### config.mk
export PLATFORM = sky130hd
export DESIGN_NAME = elseg_drv
export DESIGN_NICKNAME = d
export VERILOG_FILES = /design/src/rtl/elseg_pkg.sv /design/src/rtl/elseg_strobe.sv /design/src/rtl/elseg_shift.sv /design/src/rtl/elseg_latch.sv /design/src/rtl/elseg_drv.sv
export SDC_FILE = /design/constraint.sdc
export NUM_CORES = 1
export LEC_CHECK = 0
export BUFFER_PORTS_ARGS = -buffer_cell sky130_fd_sc_hd__buf_2
export CELL_PAD_IN_SITES_DETAIL_PLACEMENT = 1
export CELL_PAD_IN_SITES_GLOBAL_PLACEMENT = 1
export CORE_ASPECT_RATIO = 1.25
export CORE_MARGIN = 4
export CORE_UTILIZATION = 43
export DETAILED_ROUTE_END_ITERATION = 10
export PLACE_DENSITY = 0.79
export SYNTH_ARGS = -nofsm -noshare
export SYNTH_HDL_FRONTEND = slang
export SYNTH_SLANG_ARGS = --single-unit
### constraint.sdc
create_clock -name clk -period 1.35 [get_ports clk]
set_input_delay 0.135 -clock clk [delete_from_list [all_inputs] [get_ports clk]]
set_output_delay 0.135 -clock clk [all_outputs]
set_load 0.03 [all_outputs]
### src/rtl/elseg_pkg.sv
package elseg_pkg;
    localparam int unsigned SEG_CHANNELS = 16;
    localparam int unsigned SYNC_DEPTH   = 2;

    typedef enum logic {
        POL_INVERT = 1'b0,
        POL_PASS   = 1'b1
    } pol_mode_e;
endpackage

### src/rtl/elseg_strobe.sv
module elseg_strobe #(
    parameter int unsigned SYNC = elseg_pkg::SYNC_DEPTH
) (
    input  logic clk,
    input  logic rst_n,
    input  logic sclk_i,
    input  logic sdata_i,
    output logic rise_o,
    output logic fall_o,
    output logic data_o
);
    typedef struct packed {
        logic [SYNC-1:0] clk_sh;
        logic [SYNC-1:0] dat_sh;
        logic            clk_prev;
    } strobe_t;

    strobe_t st_d, st_q;

    always_comb begin
        st_d          = st_q;
        st_d.clk_sh   = {st_q.clk_sh[SYNC-2:0], sclk_i};
        st_d.dat_sh   = {st_q.dat_sh[SYNC-2:0], sdata_i};
        st_d.clk_prev = st_q.clk_sh[SYNC-1];
    end

    always_ff @(posedge clk) begin
        if (!rst_n) st_q <= '0;
        else        st_q <= st_d;
    end

    assign rise_o = st_q.clk_sh[SYNC-1] & ~st_q.clk_prev;
    assign fall_o = ~st_q.clk_sh[SYNC-1] & st_q.clk_prev;
    assign data_o = st_q.dat_sh[SYNC-1];
endmodule

### src/rtl/elseg_shift.sv
module elseg_shift #(
    parameter int unsigned N = elseg_pkg::SEG_CHANNELS
) (
    input  logic         clk,
    input  logic         rst_n,
    input  logic         rise_i,
    input  logic         fall_i,
    input  logic         din_i,
    output logic [N-1:0] stages_o,
    output logic         dout_o
);
    localparam int unsigned LAST = N - 1;

    typedef struct packed {
        logic [N-1:0] stage;
        logic         dout;
    } shift_t;

    shift_t sh_d, sh_q;

    always_comb begin
        sh_d = sh_q;
        if (rise_i) sh_d.stage = {sh_q.stage[N-2:0], din_i};
        if (fall_i) sh_d.dout  = sh_q.stage[LAST];
    end

    always_ff @(posedge clk) begin
        if (!rst_n) sh_q <= '0;
        else        sh_q <= sh_d;
    end

    assign stages_o = sh_q.stage;
    assign dout_o   = sh_q.dout;
endmodule

### src/rtl/elseg_latch.sv
module elseg_latch #(
    parameter int unsigned N = elseg_pkg::SEG_CHANNELS
) (
    input  logic         clk,
    input  logic         rst_n,
    input  logic         load_n_i,
    input  logic [N-1:0] din_i,
    output logic [N-1:0] q_o
);
    typedef struct packed {
        logic [N-1:0] bits;
    } latch_t;

    latch_t lt_d, lt_q;

    always_comb begin
        lt_d = lt_q;
        if (!load_n_i) lt_d.bits = din_i;
    end

    always_ff @(posedge clk) begin
        if (!rst_n) lt_q <= '0;
        else        lt_q <= lt_d;
    end

    assign q_o = lt_q.bits;
endmodule

### src/rtl/elseg_drv.sv
module elseg_drv #(
    parameter int unsigned CHANNELS    = elseg_pkg::SEG_CHANNELS,
    parameter int unsigned SYNC_STAGES = elseg_pkg::SYNC_DEPTH
) (
    input  logic                clk,
    input  logic                rst_n,
    input  logic                sclk_i,
    input  logic                sdata_i,
    input  logic                load_n_i,
    input  logic                pol_n_i,
    output logic                sdata_o,
    output logic [CHANNELS-1:0] seg_o,
    output logic                bp_o
);
    import elseg_pkg::*;

    logic                sclk_rise;
    logic                sclk_fall;
    logic                data_sync;
    logic [CHANNELS-1:0] shift_q;
    logic [CHANNELS-1:0] lat_q;
    pol_mode_e           mode;

    elseg_strobe #(.SYNC(SYNC_STAGES)) u_strobe (
        .clk     (clk),
        .rst_n   (rst_n),
        .sclk_i  (sclk_i),
        .sdata_i (sdata_i),
        .rise_o  (sclk_rise),
        .fall_o  (sclk_fall),
        .data_o  (data_sync)
    );

    elseg_shift #(.N(CHANNELS)) u_shift (
        .clk      (clk),
        .rst_n    (rst_n),
        .rise_i   (sclk_rise),
        .fall_i   (sclk_fall),
        .din_i    (data_sync),
        .stages_o (shift_q),
        .dout_o   (sdata_o)
    );

    elseg_latch #(.N(CHANNELS)) u_latch (
        .clk      (clk),
        .rst_n    (rst_n),
        .load_n_i (load_n_i),
        .din_i    (shift_q),
        .q_o      (lat_q)
    );

    assign mode = pol_mode_e'(pol_n_i);
    assign bp_o = (mode == POL_INVERT);

    for (genvar ch = 0; ch < CHANNELS; ch++) begin : g_chan
        always_comb begin
            if (mode == POL_PASS) seg_o[ch] = lat_q[ch];
            else                  seg_o[ch] = ~lat_q[ch];
        end
    end
endmodule

== Word-level counts from Yosys, hierarchy flattened ==
Index checks and enable logic that the tools add are counted.

* Logic and storage cells: 43
* Flip-flop bits (word level): 38
* Output and inout bits: 18

* Bitwise gates (word level): 21
* Multiplexer cells: 16

{| class="wikitable"
|+ Operator list
! cell !! count
|-
| $not 1->1 || 19
|-
| $mux 1 || 16
|-
| $and 1x1->1 || 2
|}

== Logic depth before layout (Yosys ltp) ==
* Word-level depth: 2
* Mapped depth: 4
* Mapped depth without buffers: 2

== Modules after synthesis ==
From an unflattened synthesis, not the netlist that was laid out.

* Cell total of the unflattened synthesis: 136
* Area total of the unflattened synthesis: 1586.5 µm²

{| class="wikitable"
|+ By module, submodules not included
! module !! cells an instance !! area an instance (µm²) !! instances
|-
| elseg_shift || 54 || 651.9 || 1
|-
| elseg_latch || 51 || 615.6 || 1
|-
| elseg_drv || 19 || 175.2 || 1
|-
| elseg_strobe || 12 || 143.9 || 1
|}

== Worst setup path before layout ==
Ideal clock, no wire load.

* Kind: input -> output
* From: input port pol_n_i
* To: output port seg_o[10]
* Cell stages on the path: 3
* Setup slack: 0.205 ns
* Arrival: 1.010 ns
* Path through: buf_4 -> buf_4 -> xnor2_1

* Longest elaborated chain between the ends: 1

{| class="wikitable"
|+ RTL lines
! element !! line !! source
|-
| from (decl) || elseg_drv.sv:10 || <nowiki>input logic pol_n_i,</nowiki>
|-
| $mux 1 || elseg_drv.sv:57 || <nowiki>if (mode == POL_PASS) seg_o[ch] = lat_q[ch];</nowiki>
|-
| to (decl) || elseg_drv.sv:12 || <nowiki>output logic [CHANNELS-1:0] seg_o,</nowiki>
|}

No other way between the ends.

== Worst setup path in the final report ==
* From: register u_latch.lt_q, in the netlist u_latch.q_o[0]
* To: output port seg_o[0]

* Longest elaborated chain between the ends: 2

{| class="wikitable"
|+ RTL lines
! element !! line !! source
|-
| from (decl) || elseg_latch.sv:14 || <nowiki>latch_t lt_d, lt_q;</nowiki>
|-
| from (signal assigned) || elseg_latch.sv:23 || <nowiki>else lt_q <= lt_d;</nowiki>
|-
| $not 1->1 || elseg_drv.sv:58 || <nowiki>else seg_o[ch] = ~lat_q[ch];</nowiki>
|-
| $mux 1 (*) || elseg_drv.sv:57 ||
|}

Mark *: on every way between the ends. The rest lies on a longest branch, timed or not.

==> flow_metrics.py <==
metrics = {
    "cells_and_area": {
        "area_growth_pct": 12.2,
        "utilization": 0.499,
        "fillers": 396,
        "antenna_cells": 0,
        "nets": 167,
        "drive_above_1_share": 0.205,
        "ff_latch_area_um2": 761,
        "fin_cells": 200,
        "multiInputGateArea_um2": 693,
    },
    "clocking": {
        "root_buffer": "clkbuf_8",
        "clkTransAtPathRegs_ns": 0.07,
        "cts_setup_buffers": 0,
        "worstSkewPairLatency_ns": 0.28,
        "cts_sinks": 38,
        "cts_tree": "built",
        "cts_resized": 0,
        "cts_max_level": 2,
        "hold_buffers": 0,
        "cts_made_buffers": 5,
        "cts_buffer_depth": 2,
    },
    "global_route": {
        "grt_start_max_net_pins": 40,
        "grt_pass1_vias": 978,
        "grt_usage": 0.129,
        "grt_antenna_before_repair": 0,
        "grt_pass1_wl_um": 4290,
        "overflow": 0,
    },
    "die": {
        "dieArea_um2": 4630,
        "dieHeight_um": 75.1,
        "die_w_um": 61.7,
        "num_rows": 24,
        "initial_utilization": 0.445,
        "core_area_um2": 3480,
        "ioPinCount": 24,
    },
    "drt": {
        "ant_nets": 0,
        "wirelength_um": 2530,
        "drt_iter0_drc": 31,
        "vias": 963,
        "vias_per_cell": 4.82,
        "drc": 0,
        "first_pass_iters": 3,
        "drt-wirelength-per-cell_um": 12.6,
    },
    "timing": {
        "period_needed_ns": 1.10,
        "setup-tns-final_ns": 0,
        "report.final.slew_viol_count": 0,
        "fin_skew_ns": 0.00362,
        "final.setup.worst_slack_ns": 0.245,
        "rsz0062_at_grt": "false",
        "relSlewSlack": 0.680,
        "fin_crit_sh": 0.818,
        "hold_violations": 0,
        "worst_slew_pin_slew_ns": 0.481,
        "holdWs_ns": 0.0574,
        "setup_violations": 0,
        "fmax_ghz": 0.905,
    },
    "synth": {
        "syn_area_per_cell_um2": 11.1,
        "syn_nets": 145,
        "synth.ff_latch_count": 38,
        "yosys_warnings": 0,
        "yosys.area.top_type": "dfxtp_1",
        "syn_area_um2": 1550,
        "postSynthCellCount": 139,
        "synthDistinctLibCells": 14,
        "synth.area.top_cells": "dfxtp_1 (49%), mux2i_1 (21%), xnor2_1 (9.0%)",
        "synth.top_cell.area_share": 0.491,
        "seq_area_frac_synth": 0.491,
    },
    "worst_setup_path": {
        "startpoint_type": "flip-flop",
        "slowest_stage": "dfxtp_1",
        "arrival_ns": 0.97,
        "critPathTopFamily": "flip-flops",
        "end_kind": "output pin",
        "cp_slowest_stage_delay_ns": 0.36,
        "cp_cell_sequence": "xnor2_1 > buf_2",
        "crit_buf_inv": 1,
        "critical_path_class": "reg2out",
        "path_max_fanout": 2,
        "worstPathRequired_ns": 1.22,
    },
    "power": {
        "leakagePower_nw": 0.674,
        "power_density_nw_per_um2": 1170,
        "irDropWorstVdd_uv": 678,
    },
    "placed_design": {
        "portBuffers": 23,
        "dp_cells": 193,
        "routabilityCongestion": 0.683,
        "pre_cts_ws_ns": 0.266,
        "hpwl_um": 1840,
    },
    "run": {
        "cap_violations": 0,
    },
    "hold_path": {
        "hold_class": "in2reg",
    },
    "status": {
        "status": "finished clean",
    },
}
## cells in the final DEF (no fill, tap or decap)
| cell type | synthesis | layout |
|---|---|---|
| and2_1 | 4 | 4 |
| and2_2 | 1 | 1 |
| and2b_2 | 1 | 1 |
| buf_12 | 1 | 2 |
| buf_2 | 0 | 23 |
| clkbuf_1 | 2 | 2 |
| clkbuf_8 | 0 | 5 |
| dfxtp_1 | 38 | 38 |
| inv_1 | 1 | 1 |
| mux2i_1 | 33 | 33 |
| nand2_1 | 18 | 18 |
| nor2b_1 | 16 | 16 |
| nor2b_4 | 1 | 1 |
| xnor2_1 | 16 | 16 |
## area by class of cell
cell class,count,share of cell area
clock buffer,7,0.0439
tap,39,0.0281
inverter,1,0.00216
sequential,38,0.438
multi-input combinational,90,0.399
timing repair buffer,25,0.0893
## worst paths after layout
check,cells past startpoint,to,slack [ns],startpoint
worst min-delay path,2,u_strobe.st_d[4],0.06,sclk_i
worst max-delay path,2,seg_o[0],0.25,u_latch.q_o[0]
worst min register to register,1,u_strobe.data_o,0.44,u_strobe.st_d[2]
worst max register to register,3,u_shift.stages_o[12],0.37,u_strobe.st_d[0]
## kinds of logic after synthesis
family        share of synthesized area
buf+inv                          0.0614
xor+xnor                         0.0905
mux                               0.213
flops                             0.491
simple gates                      0.144
## per-layer routing
metal,GRT usage,wire (µm)
met3,0.0549,136
met5,0,0
met1,0.132,982
met2,0.221,1370
met4,0.0637,40
## power by group
part	switching [mW]	internal [mW]
sequential	0.00276	1.13
clock	0.347	0.355
combinational	0.119	0.0755
## registers in the layout, indices dropped and copies added (netlist names)
register / cells
u_latch.q_o: 16
u_shift.dout_o: 1
u_shift.stages_o: 16
u_strobe.data_o: 1
u_strobe.st_d: 3
u_strobe.st_q: 1
## synth_stat cells
cell,n
buf_4,4
buf_12,1
and2b_2,1
and2_2,1
clkbuf_1,2
nor2b_4,1
inv_1,1
and2_1,4
buf_6,3
mux2i_1,33
nand2_1,18
dfxtp_1,38
xnor2_1,16
nor2b_1,16
## metrics by stage
step	instance area (µm²)	power (mW)
after global routing	1740	2.13
after CTS	1740	2.07
after detailed placement	1660	1.36
final	1740	2.03
after floorplan	1550	1.32
after global placement	1660	1.35
Power figures use the tool's default switching activity.
